--- src/rtl/asmc_pkg.sv ---
package asmc_pkg;

    localparam int SETUP_W  = 4;
    localparam int STROBE_W = 6;
    localparam int HOLD_W   = 3;
    localparam int TURN_W   = 3;
    localparam int CFG_W    = 32;
    localparam int DATA_W   = 16;

    localparam int CNT_W = (STROBE_W >= SETUP_W && STROBE_W >= HOLD_W) ? STROBE_W :
                           ((SETUP_W >= HOLD_W) ? SETUP_W : HOLD_W);

    typedef struct packed {
        logic                width8;
        logic [TURN_W-1:0]   turn;
        logic [HOLD_W-1:0]   whold;
        logic [STROBE_W-1:0] wstrobe;
        logic [SETUP_W-1:0]  wsetup;
        logic [HOLD_W-1:0]   rhold;
        logic [STROBE_W-1:0] rstrobe;
        logic [SETUP_W-1:0]  rsetup;
    } cs_cfg_t;

    localparam int CS_CFG_BITS = $bits(cs_cfg_t);

    typedef enum logic [1:0] {
        PH_IDLE,
        PH_SETUP,
        PH_STROBE,
        PH_HOLD
    } phase_e;

    function automatic logic [CNT_W-1:0] at_least_one(input logic [CNT_W-1:0] v);
        return (v == '0) ? CNT_W'(1) : v;
    endfunction

endpackage

--- src/rtl/asmc_cfg.sv ---
module asmc_cfg
    import asmc_pkg::*;
#(
    parameter int NCS = 4,
    localparam int CSW = (NCS > 1) ? $clog2(NCS) : 1
) (
    input  logic                     clk,
    input  logic                     rst_n,
    input  logic                     cfg_we,
    input  logic [CSW-1:0]           cfg_sel,
    input  logic [CFG_W-1:0]         cfg_wdata,
    output logic [CFG_W-1:0]         cfg_rdata,
    output cs_cfg_t [NCS-1:0]        cfg_all
);

    logic unused_cfg_hi;
    assign unused_cfg_hi = ^cfg_wdata[CFG_W-1:CS_CFG_BITS];

    for (genvar g = 0; g < NCS; g++) begin : g_word
        cs_cfg_t word_d, word_q;

        always_comb begin
            word_d = word_q;
            if (cfg_we && cfg_sel == CSW'(g)) begin
                word_d = cs_cfg_t'(cfg_wdata[CS_CFG_BITS-1:0]);
            end
        end

        always_ff @(posedge clk or negedge rst_n) begin
            if (!rst_n) begin
                word_q <= '0;
            end else begin
                word_q <= word_d;
            end
        end

        assign cfg_all[g] = word_q;
    end

    assign cfg_rdata = CFG_W'(cfg_all[cfg_sel]);

    AST_CFG_WRITE_LANDS: assert property (@(posedge clk) disable iff (!rst_n)
        cfg_we |=> (cfg_all[$past(cfg_sel)] == $past(cfg_wdata[CS_CFG_BITS-1:0])));

endmodule

--- src/rtl/asmc_seq.sv ---
module asmc_seq
    import asmc_pkg::*;
#(
    parameter int NCS = 4,
    parameter int AW  = 20,
    localparam int CSW = (NCS > 1) ? $clog2(NCS) : 1
) (
    input  logic              clk,
    input  logic              rst_n,
    input  logic              req,
    input  logic              req_wr,
    input  logic [CSW-1:0]    req_cs,
    input  logic [1:0]        req_be,
    input  logic [AW-1:0]     req_addr,
    input  cs_cfg_t [NCS-1:0] cfg_all,
    output logic              ack,
    output logic              accept,
    output logic              cap_en,
    output logic              lane,
    output logic              w8,
    output logic              wr_active,
    output logic [NCS-1:0]    mem_cs_n,
    output logic              mem_we_n,
    output logic              mem_oe_n,
    output logic [1:0]        mem_be_n,
    output logic [AW:0]       mem_a
);

    typedef struct packed {
        phase_e            phase;
        logic [CNT_W-1:0]  cnt;
        logic [CSW-1:0]    cs;
        logic              wr;
        logic [1:0]        be;
        logic [AW-1:0]     addr;
        logic              w8;
        logic              lane;
        logic              hi_pend;
        logic [CNT_W-1:0]  t_setup;
        logic [CNT_W-1:0]  t_strobe;
        logic [CNT_W-1:0]  t_hold;
        logic [TURN_W-1:0] turn;
        logic [CSW-1:0]    last_cs;
        logic              last_wr;
        logic [TURN_W-1:0] tcnt;
    } seq_t;

    seq_t q, n;

    cs_cfg_t          sel_cfg;
    logic [CNT_W-1:0] ld_setup, ld_strobe, ld_hold;
    logic             same_kind;
    logic             active;

    always_comb begin
        sel_cfg   = cfg_all[req_cs];
        ld_setup  = at_least_one(req_wr ? CNT_W'(sel_cfg.wsetup)  : CNT_W'(sel_cfg.rsetup));
        ld_strobe = at_least_one(req_wr ? CNT_W'(sel_cfg.wstrobe) : CNT_W'(sel_cfg.rstrobe));
        ld_hold   = at_least_one(req_wr ? CNT_W'(sel_cfg.whold)   : CNT_W'(sel_cfg.rhold));
        same_kind = (req_cs == q.last_cs) && (req_wr == q.last_wr);

        n      = q;
        ack    = 1'b0;
        accept = 1'b0;
        cap_en = 1'b0;

        unique case (q.phase)
            PH_IDLE: begin
                if (q.tcnt != '0) begin
                    n.tcnt = q.tcnt - 1'b1;
                end
                if (req && (q.tcnt == '0 || same_kind)) begin
                    accept    = 1'b1;
                    n.phase   = PH_SETUP;
                    n.cnt     = ld_setup - 1'b1;
                    n.cs      = req_cs;
                    n.wr      = req_wr;
                    n.be      = req_be;
                    n.addr    = req_addr;
                    n.w8      = sel_cfg.width8;
                    n.lane    = sel_cfg.width8 & ~req_be[0];
                    n.hi_pend = sel_cfg.width8 & req_be[0] & req_be[1];
                    n.t_setup = ld_setup;
                    n.t_strobe = ld_strobe;
                    n.t_hold  = ld_hold;
                    n.turn    = sel_cfg.turn;
                    n.tcnt    = '0;
                end
            end
            PH_SETUP: begin
                if (q.cnt == '0) begin
                    n.phase = PH_STROBE;
                    n.cnt   = q.t_strobe - 1'b1;
                end else begin
                    n.cnt = q.cnt - 1'b1;
                end
            end
            PH_STROBE: begin
                if (q.cnt == '0) begin
                    cap_en  = ~q.wr;
                    n.phase = PH_HOLD;
                    n.cnt   = q.t_hold - 1'b1;
                end else begin
                    n.cnt = q.cnt - 1'b1;
                end
            end
            PH_HOLD: begin
                if (q.cnt == '0) begin
                    if (q.hi_pend) begin
                        n.phase   = PH_SETUP;
                        n.lane    = 1'b1;
                        n.hi_pend = 1'b0;
                        n.cnt     = q.t_setup - 1'b1;
                    end else begin
                        ack       = 1'b1;
                        n.phase   = PH_IDLE;
                        n.last_cs = q.cs;
                        n.last_wr = q.wr;
                        n.tcnt    = (q.turn > TURN_W'(1)) ? q.turn - TURN_W'(1) : '0;
                    end
                end else begin
                    n.cnt = q.cnt - 1'b1;
                end
            end
            default: n = q;
        endcase
    end

    always_ff @(posedge clk or negedge rst_n) begin
        if (!rst_n) begin
            q <= '0;
        end else begin
            q <= n;
        end
    end

    assign active = (q.phase != PH_IDLE);

    for (genvar g = 0; g < NCS; g++) begin : g_cs
        assign mem_cs_n[g] = ~(active && q.cs == CSW'(g));
    end

    assign mem_we_n  = ~(q.phase == PH_STROBE && q.wr);
    assign mem_oe_n  = ~(q.phase == PH_STROBE && !q.wr);
    assign mem_be_n  = !active ? 2'b11 : (q.w8 ? 2'b10 : ~q.be);
    assign mem_a     = {q.addr, q.w8 & q.lane};
    assign wr_active = active & q.wr;
    assign lane      = q.lane;
    assign w8        = q.w8;

    AST_ONE_CS_LOW: assert property (@(posedge clk) disable iff (!rst_n)
        $countones(~mem_cs_n) <= 1);

    AST_STROBES_EXCLUSIVE: assert property (@(posedge clk) disable iff (!rst_n)
        !(!mem_we_n && !mem_oe_n));

    AST_ACK_SINGLE: assert property (@(posedge clk) disable iff (!rst_n)
        ack |=> !ack);

    AST_ADDR_STABLE: assert property (@(posedge clk) disable iff (!rst_n)
        (active && $past(active) && lane == $past(lane)) |-> ($stable(mem_a) && $stable(mem_be_n)));

    AST_STROBE_NEEDS_CS: assert property (@(posedge clk) disable iff (!rst_n)
        (!mem_we_n || !mem_oe_n) |-> !(&mem_cs_n));

endmodule

--- src/rtl/asmc_dpath.sv ---
module asmc_dpath
    import asmc_pkg::*;
(
    input  logic              clk,
    input  logic              rst_n,
    input  logic              accept,
    input  logic [DATA_W-1:0] req_wdata,
    input  logic              cap_en,
    input  logic              lane,
    input  logic              w8,
    input  logic              wr_active,
    input  logic [DATA_W-1:0] mem_d_i,
    output logic [DATA_W-1:0] mem_d_o,
    output logic              mem_d_oe,
    output logic [DATA_W-1:0] rdata
);

    typedef struct packed {
        logic [DATA_W-1:0] wdata;
        logic [DATA_W-1:0] rdata;
    } dp_t;

    dp_t q, n;

    always_comb begin
        n = q;
        if (accept) begin
            n.wdata = req_wdata;
        end
        if (cap_en) begin
            if (!w8) begin
                n.rdata = mem_d_i;
            end else if (lane) begin
                n.rdata[15:8] = mem_d_i[7:0];
            end else begin
                n.rdata[7:0] = mem_d_i[7:0];
            end
        end
    end

    always_ff @(posedge clk or negedge rst_n) begin
        if (!rst_n) begin
            q <= '0;
        end else begin
            q <= n;
        end
    end

    assign mem_d_o  = w8 ? {8'h00, (lane ? q.wdata[15:8] : q.wdata[7:0])} : q.wdata;
    assign mem_d_oe = wr_active;
    assign rdata    = q.rdata;

    AST_CAPTURE_ON_READ: assert property (@(posedge clk) disable iff (!rst_n)
        cap_en |-> !wr_active);

    AST_RDATA_ONLY_ON_CAPTURE: assert property (@(posedge clk) disable iff (!rst_n)
        (!cap_en && !accept) |=> $stable(rdata));

endmodule

--- src/rtl/asmc_top.sv ---
module asmc_top
    import asmc_pkg::*;
#(
    parameter int NCS = 4,
    parameter int AW  = 20,
    localparam int CSW = (NCS > 1) ? $clog2(NCS) : 1
) (
    input  logic              clk,
    input  logic              rst_n,
    input  logic              req,
    input  logic              req_wr,
    input  logic [CSW-1:0]    req_cs,
    input  logic [1:0]        req_be,
    input  logic [AW-1:0]     req_addr,
    input  logic [DATA_W-1:0] req_wdata,
    output logic              ack,
    output logic [DATA_W-1:0] rdata,
    input  logic              cfg_we,
    input  logic [CSW-1:0]    cfg_sel,
    input  logic [CFG_W-1:0]  cfg_wdata,
    output logic [CFG_W-1:0]  cfg_rdata,
    output logic [NCS-1:0]    mem_cs_n,
    output logic              mem_we_n,
    output logic              mem_oe_n,
    output logic [1:0]        mem_be_n,
    output logic [AW:0]       mem_a,
    output logic [DATA_W-1:0] mem_d_o,
    input  logic [DATA_W-1:0] mem_d_i,
    output logic              mem_d_oe
);

    cs_cfg_t [NCS-1:0] cfg_all;
    logic              accept;
    logic              cap_en;
    logic              lane;
    logic              w8;
    logic              wr_active;

    asmc_cfg #(.NCS(NCS)) u_cfg (
        .clk       (clk),
        .rst_n     (rst_n),
        .cfg_we    (cfg_we),
        .cfg_sel   (cfg_sel),
        .cfg_wdata (cfg_wdata),
        .cfg_rdata (cfg_rdata),
        .cfg_all   (cfg_all)
    );

    asmc_seq #(.NCS(NCS), .AW(AW)) u_seq (
        .clk       (clk),
        .rst_n     (rst_n),
        .req       (req),
        .req_wr    (req_wr),
        .req_cs    (req_cs),
        .req_be    (req_be),
        .req_addr  (req_addr),
        .cfg_all   (cfg_all),
        .ack       (ack),
        .accept    (accept),
        .cap_en    (cap_en),
        .lane      (lane),
        .w8        (w8),
        .wr_active (wr_active),
        .mem_cs_n  (mem_cs_n),
        .mem_we_n  (mem_we_n),
        .mem_oe_n  (mem_oe_n),
        .mem_be_n  (mem_be_n),
        .mem_a     (mem_a)
    );

    asmc_dpath u_dpath (
        .clk       (clk),
        .rst_n     (rst_n),
        .accept    (accept),
        .req_wdata (req_wdata),
        .cap_en    (cap_en),
        .lane      (lane),
        .w8        (w8),
        .wr_active (wr_active),
        .mem_d_i   (mem_d_i),
        .mem_d_o   (mem_d_o),
        .mem_d_oe  (mem_d_oe),
        .rdata     (rdata)
    );

    AST_DRIVE_ONLY_ON_WRITE: assert property (@(posedge clk) disable iff (!rst_n)
        mem_d_oe |-> (mem_oe_n && !(&mem_cs_n)));

endmodule

--- config.mk ---
export PLATFORM = sky130hd
export DESIGN_NAME = asmc_top
export DESIGN_NICKNAME = d
export VERILOG_FILES = /design/src/rtl/asmc_pkg.sv /design/src/rtl/asmc_cfg.sv /design/src/rtl/asmc_seq.sv /design/src/rtl/asmc_dpath.sv /design/src/rtl/asmc_top.sv
export SDC_FILE = /design/constraint.sdc
export NUM_CORES = 1
export LEC_CHECK = 0
export ABC_AREA = 0
export BUFFER_PORTS_ARGS = -buffer_cell sky130_fd_sc_hd__buf_2
export CAP_MARGIN = 40
export CORE_ASPECT_RATIO = 1.1
export CORE_UTILIZATION = 40
export DETAILED_ROUTE_END_ITERATION = 16
export GPL_ROUTABILITY_DRIVEN = 0
export GPL_TIMING_DRIVEN = 0
export HOLD_SLACK_MARGIN = 0.02
export PLACE_DENSITY_LB_ADDON = 0.15
export SLEW_MARGIN = 20
export SYNTH_ARGS = -nofsm -noshare
export SYNTH_HDL_FRONTEND = slang
export SYNTH_HIERARCHICAL = 1
export SYNTH_SLANG_ARGS = --single-unit
export TNS_END_PERCENT = 5
--- constraint.sdc ---
create_clock -name clk -period 3.2 [get_ports clk]
set_input_delay 0.96 -clock clk [delete_from_list [all_inputs] [get_ports clk]]
set_output_delay 0.96 -clock clk [all_outputs]
set_load 0.05 [all_outputs]
==> results of run 1 <==
-- final cells by class --
class                   count  area share, %
diodes                      4        0.07499
plain buffers              86          4.406
clock buffers              39          5.831
clock inverters             5         0.2156
inverters                  23         0.6749
multi-input cells         476          38.65
flip-flops and latches    210          39.37
well taps                 357          3.346
repair buffers            185          7.433
-- flip-flops by register name, indices dropped and copies added, names as in the netlist --
name           flops
u_seq/q           36
u_cfg/cfg_all    120
u_dpath/rdata     16
u_seq/mem_a       20
u_seq/w8           1
u_seq/lane         1
u_dpath/q         16
-- timing repair --
action / 4_1_cts / 5_1_grt
buffers inserted: 0 / 2
gates resized for setup: 5 / 3
endpoints found under the setup margin: 7 / 10
-- layer usage --
metal,up-vias,global-route usage [%]
met1,3731,25.64
met3,29,3.477
li1,3342,-
met4,4,4.008
met5,-,0
met2,161,33.59
-- kinds of logic (layout without fill, tap and decap cells) --
family / Yosys count / after routing / share of synthesized area [%]
DFF: 210 / 210 / 47.46
muxes: 255 / 255 / 32.70
adders and majority gates: 15 / 15 / 1.695
xor gates and xnor gates: 11 / 11 / 0.8700
other: 1 / 6 / 0.03387
buffers and inverters: 111 / 338 / 6.124
and+or+nand+nor: 104 / 104 / 5.175
AOI/OAI and AO/OA: 89 / 89 / 5.944
-- worst paths after layout --
check                                  startpoint                       endpoint
setup / recovery                       cfg_sel[0]                   cfg_rdata[8]
hold / removal                              rst_n   u_dpath/rdata[6]$_DFFE_PN0P_
setup reg to reg           u_seq/q[0]$_DFFE_PN0P_      u_dpath/q[19]$_DFFE_PN0P_
hold reg to reg            u_seq/q[3]$_DFFE_PN0P_         u_seq/q[3]$_DFFE_PN0P_
max in group asynchronous                   rst_n  u_cfg/cfg_all[39]$_DFFE_PN0P_
min in group clk           u_seq/q[3]$_DFFE_PN0P_         u_seq/q[3]$_DFFE_PN0P_
-- worst max-delay path, stage by stage --
cell    delay, ns
buf_2        0.15
buf_4        0.30
mux4_2       0.58
buf_2        0.24
-- synthesized netlist by cell type, types with 8 or more instances --
| master | instances | area, um2 |
|---|---|---|
| nor2_1 | 25 | 93.84 |
| ha_1 | 15 | 187.7 |
| nor2b_1 | 11 | 68.82 |
| buf_4 | 49 | 367.9 |
| o22ai_1 | 14 | 87.58 |
| mux4_2 | 52 | 1171 |
| dfrtp_1 | 210 | 5255 |
| nand2_1 | 17 | 63.81 |
| mux4_1 | 8 | 210.2 |
| inv_1 | 21 | 78.83 |
| a21oi_1 | 22 | 110.1 |
| mux2i_1 | 10 | 100.1 |
| buf_2 | 26 | 130.1 |
| mux2_2 | 174 | 1959 |
| o21ai_0 | 10 | 50.05 |
-- through the flow --
step                      std cells  hold WS, ns  cell area [um2]  setup TNS, ns  util, %
after detailed placement       1337       0.4818            12490         -3.283    46.08
after global placement         1335       0.4827            12430        -567.44    45.84
after global routing           1383       0.4177            13340        -0.2141    49.21
after CTS                      1379       0.3960            13310              0    49.10
final                          1385       0.3792            13350              0    49.22
after floorplan                 797       0.4637            11080              0        -
-- report_power, final --
group | switching (W) | total [W] | internal [W] | leakage, nW
sequential | 0.000615 | 0.00411 | 0.00349 | 2.52
clock | 0.00110 | 0.00276 | 0.00166 | 0.404
combinational | 0.00350 | 0.00583 | 0.00233 | 3.11
total | 0.00522 | 0.0127 | 0.00748 | 6.03
==> results.md, run 1 <==
* R2r setup slk at roughly 0.4 ns
* Hold Buf Count CTS at 0
* Layout cell share with drive strength beyond 1 at 54.98%
* Layout area overhead at 20.54%
* ANT nets after route at 0
* Worst slew pin tran at roughly 0.56 ns
* Overflow after GRT at 0
* Count of final setup violators at 0
* Pwr dens at between 900 and 1000 nW/um2
* EDFF count, synth at 0
* DR top layer: met5
* Number of synthesized register bits at between 200 and 250
* Most common cell after layout, fill and taps aside: dfrtp_1
* Max-cap viol count at 0
* Worst VDD drop at 0.5553 mV
* Vias in the first global route at 7398
* Setup ws final at 0.01520 ns
* DR vias/cell at roughly 5.2
* Core Rows at 63
* Unrepaired setup endpoints after global routing: yes
* Data required time of the critical path at approximately 2.2 ns
* Fraction of registers with async set or reset after synthesis at 100.0%
* Routed WL at approximately 27 mm
* Minimum clock period at between 3 and 4 ns
* Via Count at between 7000 and 8000
* Status: complete, no violations
* Wl on met1 at around 12 mm
* Synth Instances at around 800
* Final Hold Fails at 0
* Top_reg_cell synth: dfrtp_1
* Total power at 0.01270 W
* Worst reg-to-reg path cell count at 11
* WL/cell at around 20 um
* Gr usage total at a little under 20%
* Antenna violations before repair at 6
* Worst Hold Class: input port to asynchronous set/reset pin
* WL met2 at ~13 mm
* Pre-antenna DRT Iters at 4
* Die footprint at between 20000 and 30000 um2
* CTS Buf Count at 24
* Mapped Area at between 10000 and 15000 um2
* DRT iter0 DRCs at around 370
* Die Span Y at around 180 um
* Post-DP HPWL at just under 20 mm
* Fmax at 0.3140 GHz
* Core ar. at approximately 27000 um2
* Filler instances at about 2500
* CTS root buf: clkbuf_16
* IO Port Bufs at approximately 180
* First-pass GRT wire length at ~43 mm
* Critical Path Sink Type: output pin
* IO Pins at 190
* Syn_area_per_cell at about 14 um2
* Max Fanout on Critical Path at 10
* Most frequent cells in the layout: dfrtp_1, buf_2, mux2_2
* Crit path DAT at roughly 2.2 ns
* FF+latch area at around 5300 um2
* Htree depth at 1
* Worst-Skew Late Latency at 0.52 ns
* Largest net degree at the start of global routing at 77
* Clk sinks at 210
* Slew headroom at between 60% and 70%
* Starting density of the core at between 40% and 50%
* DR DRC count at 0
* Max-slew violations at 0
* Clk_skew at 0.008879 ns
* WL met3 at approximately 1.4 mm
* Clock slew at reported path FFs at 0.06 ns
* Crit path kind: input port to output pin
* Synth warn at 6
* Die X at 160.6 um
* Dpl ws at -0.3289 ns
* Crit share post-route at 99.52%
* # nets final at ~1100
* CTS max path bufs at 3
* Sequential share of the synthesized area at roughly 47%
* Multi-input gate area at 5159 um2
* CTS tree: built
* Worst setup SP type: input port
* Yosys cell types at 70
* Lkg Pwr at 6.031 nW
(Power assumes the default switching activity.)
==> run 2, diff against run 1 <==
- RECOVER_POWER: unset -> 100
==> run 2 against run 1 <==
Effect of this change:
- non-clock buffer count is the same
- critical path depth is the same
- clock-buffer cell count is the same
- flip-flop and latch count is the same
- cell area shrank 1.2%
- largest cell class unchanged
- die area is the same
- fmax shrank 0.45%
- register-to-register slack lost 0.09 ns
- combinational power shrank 2%
- total power shrank 0.92%
- the run now ends with capacitance limit, slew limit left
==> results.md, run 2 (synthesized netlist as in run 1, its figures left out) <==
* Unrepaired setup endpoints after global routing: yes
* Clk_skew at 0.01048 ns (+0.001597 ns)
* Fmax at 0.3126 GHz (-0.45%)
* Worst VDD drop at 0.5474 mV (-1.4%)
* Gr usage total at 19.48% (unchanged)
* Crit path DAT at 2.24 ns (+0.02 ns)
* IO Pins at 190 (unchanged)
* Worst-Skew Late Latency at 0.52 ns (about the same)
* Max-cap viol count at 1 (+1)
* Layout area overhead at 19.15%
* Layout cell share with drive strength beyond 1 at 48.73% (-6.3 points)
* Vias in the first global route at 7398 (unchanged)
* Setup TNS at 0 ns (unchanged)
* Worst Hold Class: flop to flop
* # nets final at 1116 (unchanged)
* Die X at 160.6 um (unchanged)
* Clk sinks at 210 (unchanged)
* Filler instances at 2555 (+1.7%)
* Lkg Pwr at 5.832 nW (-3.3%)
* Hold Path Depth at 2
* Slew headroom at -20.58% (-83 points)
* Dpl ws at -0.3289 ns (unchanged)
* Die footprint at 28350 um2 (unchanged)
* Most frequent cells in the layout: dfrtp_1, mux2_2, buf_2
* Critical Path Sink Type: output pin
* Minimum clock period at 3.199 ns (+0.01442 ns)
* Via Count at 7316 (+0.67%)
* Hold Startpoint: u_seq/q[3]$_DFFE_PN0P_
* Final Hold Fails at 0 (unchanged)
* Max-slew violations at 63 (+63)
* CTS max path bufs at 3 (unchanged)
* Core Rows at 63 (unchanged)
* Failing checks: capacitance limit, slew limit
* Die Span Y at 176.5 um (unchanged)
* Largest net degree at the start of global routing at 77 (unchanged)
* DRT iter0 DRCs at 326 (-11%)
* Setup ws final at 0.0007796 ns (-0.01442 ns)
* IO Port Bufs at 181 (unchanged)
* Final design utilization at 48.66% (-0.57 points)
* Antenna violations before repair at 5 (-1)
* WL/cell at 19.73 um (+0.39%)
* Pre-antenna DRT Iters at 5 (+1)
* Worst slew pin tran at 1.809 ns (+1.248 ns)
* Max FFs per register at 120 (unchanged)
* Count of final setup violators at 0 (unchanged)
* DR vias/cell at 5.282 (+0.67%)
* Overflow after GRT at 0 (unchanged)
* First-pass GRT wire length at 42.81 mm (unchanged)
* Crit path kind: input port to output pin
* Post-DP HPWL at 19.20 mm (unchanged)
* CTS tree: built
* Hold Buf Count CTS at 0 (unchanged)
* Crit path from: cfg_sel[0]
* Status: complete, but fails checks
* Most common cell after layout, fill and taps aside: dfrtp_1
* Pwr dens at 953.7 nW/um2 (+0.24%)
* Core ar. at 27120 um2 (unchanged)
* Crit share post-route at 99.98% (+0.45 points)
* Routed WL at 27.32 mm (+0.39%)
* Worst reg2reg path startpoint: u_seq/q[0]$_DFFE_PN0P_
* Max Fanout on Critical Path at 10 (unchanged)
* Data required time of the critical path at 2.24 ns (about the same)
* CTS root buf: clkbuf_16
* Worst reg-to-reg path cell count at 11 (unchanged)
* ANT nets after route at 0 (unchanged)
* Htree depth at 1 (unchanged)
* Clock slew at reported path FFs at 0.06 ns (about the same)
* CTS Buf Count at 24 (unchanged)
* DR DRC count at 0 (unchanged)
* Worst setup SP type: input port
* Multi-input gate area at 5126 um2 (-0.63%)
* FF+latch area at 5255 um2 (unchanged)
* Starting density of the core at 40.84% (unchanged)
-- run 2: cell count changes in the layout (fill, tap and decap cells not counted), moves of 3 or more --
| cell | change |
|---|---|
| clkbuf_1 | +60 |
| buf_2 | -72 |
| clkbuf_2 | +22 |
| buf_4 | -7 |
| buf_6 | -3 |
-- run 2: through the flow --
stage	area [um2]	hold slack [ns]	power [W]	cells
floorplan	11080	0.4637	0.008669	797
global placement	12430	0.4827	0.009914	1335
detailed placement	12490	0.4818	0.009992	1337
CTS	13310	0.3960	0.01285	1379
global route	13190	0.5177	0.01331	1383
finish	13190	0.4965	0.01258	1385
-- run 2: power by group --
part	total [W]	switching [W]	leakage, nW	internal [W]
Sequential	0.00410	0.000613	2.52	0.00349
Combinational	0.00572	0.00350	2.91	0.00222
Clock	0.00276	0.00111	0.404	0.00166
-- run 2: metal layers --
| metal | global-route usage [%] | wire length, um | up-vias | part of all wire (%) |
|---|---|---|---|---|
| met5 | 0 | 10 | - | 0.037 |
| met1 | 25.64 | 12100 | 3780 | 44 |
| li1 | - | - | 3346 | - |
| met3 | 3.477 | 1378 | 29 | 5.0 |
| met4 | 4.008 | 368 | 2 | 1.3 |
| met2 | 33.59 | 13460 | 159 | 49 |
-- run 2: final cells by class --
class                           count  area share [%]
Clock inverter                      5          0.2181
Multi-Input combinational cell    476           38.85
Clock buffer                       39           5.899
Timing Repair Buffer              185           7.027
Antenna cell                        4         0.07587
Inverter                           23          0.6638
Buffer                             86           4.049
Sequential cell                   210           39.83
Tap cell                          357           3.385
-- run 2: path summary, 6_finish.rpt --
kind / end / slack (ns)
min reg2reg: u_seq/q[3]$_DFFE_PN0P_ / 0.50
max reg2reg: u_dpath/q[19]$_DFFE_PN0P_ / 0.31
max in group asynchronous: u_cfg/cfg_all[39]$_DFFE_PN0P_ / 1.14
min: u_seq/q[3]$_DFFE_PN0P_ / 0.50
max: cfg_rdata[8] / 0.0008
min in group asynchronous: u_dpath/rdata[6]$_DFFE_PN0P_ / 0.90
-- run 2: worst max-delay path: stages --
cell,delay [ns]
buf_2,0.15
buf_4,0.30
mux4_2,0.58
buf_2,0.24
-- run 2: what timing repair did --
action | CTS | global route
buffers inserted | 0 | 2
setup endpoints to repair | 7 | 10
gates resized for setup | 5 | 3
==> run 3, diff against run 2 <==
- ABC_AREA: 0 -> unset
- BUFFER_PORTS_ARGS: -buffer_cell sky130_fd_sc_hd__buf_2 -> -buffer_cell sky130_fd_sc_hd__clkbuf_2
==> run 3 against run 2 <==
Effect of this change:
- the flow still finishes with violations (capacitance limit, slew limit)
- flip-flop and latch count stayed put
- cell area grew 1.1%
- combinational power is 3% higher
- utilization is 0.55 points higher
- clock-buffer cell count shrank 1
- hold slack improved by 0.0058 ns
- die area stayed put
- largest cell class unchanged
- largest power group unchanged
==> results.md, run 3 (synthesized netlist as in run 1, its figures left out) <==
* Final Non-Filler Cells at 1379 (-0.43%)
* Vias in the first global route at 7415 (+0.23%)
* DR vias/cell at 5.274 (-0.16%)
* Worst slew pin tran at 1.637 ns (-0.1721 ns)
* Switching share of power at 40.80% (-0.65 points)
* Final Hold Fails at 0 (unchanged)
* Max-cap viol count at 1 (unchanged)
* Critical Path Sink Type: output pin
* Sequential share of power at 32.0% (-0.6 points)
* Status: complete, but fails checks
* ANT nets after route at 0 (unchanged)
* Largest net degree at the start of global routing at 81 (+5.2%)
* DR DRC count at 0 (unchanged)
* IO Port Bufs at 181 (unchanged)
* Crit share post-route at 99.45% (-0.53 points)
* Data required time of the critical path at 2.24 ns (about the same)
* Fmax at 0.3142 GHz (+0.53%)
* Clk sinks at 210 (unchanged)
* Post-DP HPWL at 19.28 mm (+0.39%)
* CTS max path bufs at 3 (unchanged)
* Via Count at 7273 (-0.59%)
* FF+latch area at 5255 um2 (unchanged)
* CTS Buf Count at 24 (unchanged)
* Worst reg-to-reg path cell count at 11 (unchanged)
* Die Span Y at 176.5 um (unchanged)
* Count of final setup violators at 0 (unchanged)
* Clock slew at reported path FFs at 0.06 ns (about the same)
* Diodes inserted at 0 (-4)
* Dpl ws at -0.3783 ns (-0.04935 ns)
* Layout cell share with drive strength beyond 1 at 53.52% (+4.8 points)
* Top cell family by delay on the critical path: buffers and inverters
* CTS root buf: clkbuf_16
* Post-DP Area at 12490 um2 (about the same)
* Clk network pwr share at 22.0% (about the same)
* Multi-input gate area at 5154 um2 (+0.54%)
* # nets final at 1117 (+0.090%)
* Pre-antenna DRT Iters at 6 (+1)
* Gr usage total at 19.64% (+0.16 points)
* Clk_skew at 0.01020 ns (-0.0002786 ns)
* Max-slew violations at 59 (-6.3%)
* Starting density of the core at 40.84% (unchanged)
* Hold Path Depth at 2 (unchanged)
* IO Pins at 190 (unchanged)
* CP Cell Sequence: buf_2, buf_6, mux4_2, clkbuf_2
* Die X at 160.6 um (unchanged)
* Sw power at 0.005231 W (+0.31%)
* Most common cell after layout, fill and taps aside: dfrtp_1
* Core ar. at 27120 um2 (unchanged)
* Unrepaired setup endpoints after global routing: yes
* Post-route cell area at 13340 um2 (+1.1%)
* First-pass GRT wire length at 43.17 mm (+0.86%)
* Worst hold margin at 0.5023 ns (+0.005791 ns)
* WL/cell at 19.76 um (+0.17%)
* Routed WL at 27.25 mm (-0.26%)
* Hold Buf Count CTS at 0 (unchanged)
* Max Fanout on Critical Path at 10 (unchanged)
* Logic gate share of total power at 46.0% (+0.6 points)
* Worst setup SP type: input port
* Layout area overhead at 20.51%
* Dpl cells at 1337 (unchanged)
* Worst Hold Class: flop to flop
* Antenna violations before repair at 1 (-4)
* CTS tree: built
* Minimum clock period at 3.182 ns (-0.01695 ns)
* Most frequent cells in the layout: dfrtp_1, clkbuf_2, mux2_2
* Delay of the slowest critical-path stage at 0.59 ns (about the same)
* Crit path DAT at 2.22 ns (-0.02 ns)
* Lkg Pwr at 6.030 nW (+3.4%)
* Core Rows at 63 (unchanged)
* Die footprint at 28350 um2 (unchanged)
* Worst VDD drop at 0.4767 mV (-13%)
* Internal Pwr Total at 0.007592 W (+3.0%)
* Slew headroom at -9.106% (+11 points)
* Htree depth at 1 (unchanged)
* Failing checks: capacitance limit, slew limit
* CP max stage cell: mux4_2
* Setup ws final at 0.01773 ns (+0.01695 ns)
* R2r setup slk at 0.37 ns (+0.06 ns)
* Pwr dens at 961.0 nW/um2 (+0.76%)
* Worst-Skew Late Latency at 0.51 ns (about the same)
* Crit path kind: input port to output pin
* Worst Path Buf+Inv at 3 (unchanged)
* Setup TNS at 0 ns (unchanged)
* DRT iter0 DRCs at 321 (-1.5%)
* WP depth at 4 (unchanged)
* Max FFs per register at 120 (unchanged)
* Overflow after GRT at 0 (unchanged)
* Filler instances at 2519 (-1.4%)
==> run 3: worst paths after layout <==
| kind | start | endpoint |
|---|---|---|
| worst max-delay path | cfg_sel[0] | cfg_rdata[20] |
| worst min-delay path | u_dpath/rdata[10]$_DFFE_PN0P_ | u_dpath/rdata[10]$_DFFE_PN0P_ |
| worst max register to register | u_seq/q[0]$_DFFE_PN0P_ | u_dpath/q[31]$_DFFE_PN0P_ |
| worst min register to register | u_dpath/rdata[10]$_DFFE_PN0P_ | u_dpath/rdata[10]$_DFFE_PN0P_ |
| max in group asynchronous | rst_n | u_cfg/cfg_all[90]$_DFFE_PN0P_ |
| min in group asynchronous | rst_n | u_dpath/rdata[6]$_DFFE_PN0P_ |
==> run 3: final cells by class <==
class                   count  area share [%]
inverters                  23          0.6751
clock buffers              38           5.579
repair buffers            185           7.436
well taps                 357           3.347
clock inverters             3          0.4876
multi-input cells         476           38.62
plain buffers              87           4.473
flip-flops and latches    210           39.38
==> run 3: repair_timing <==
action / in CTS / in global routing
setup endpoints to repair: 15 / 26
buffers inserted: 2 / 0
resized for setup: 10 / 11
==> run 3: metrics by stage <==
stage,util (%),total power [W]
final,49.21,0.01282
after global routing,49.21,0.01356
after CTS,49.22,0.01295
after detailed placement,46.07,0.01001
after global placement,45.84,0.009920
after floorplan,-,0.008669
==> run 3: power groups by stage <==
stage	combinational (W)	sequential (W)	clock, W
floorplan	0.00471	0.00395	0
global placement	0.00579	0.00413	0
detailed placement	0.00585	0.00416	0
CTS	0.00593	0.00411	0.00291
global route	0.00630	0.00425	0.00301
finish	0.00590	0.00411	0.00282
==> run 3: tightest hold or removal path: stages (launching register included) <==
cell and delay [ns]:
dfrtp_1 0.34, a21oi_1 0.05, nor2_1 0.07
==> run 3: layer usage <==
layer  wire (um)  global-route usage, %  part of all wire, %  vias to the layer above
met5           0                      0                    0                        -
met4         351                  3.730                  1.3                        0
met3        1263                  3.054                  4.6                       26
met2       13560                  33.84                   50                      153
met1       12080                  26.30                   44                     3753
li1            -                      -                    -                     3341
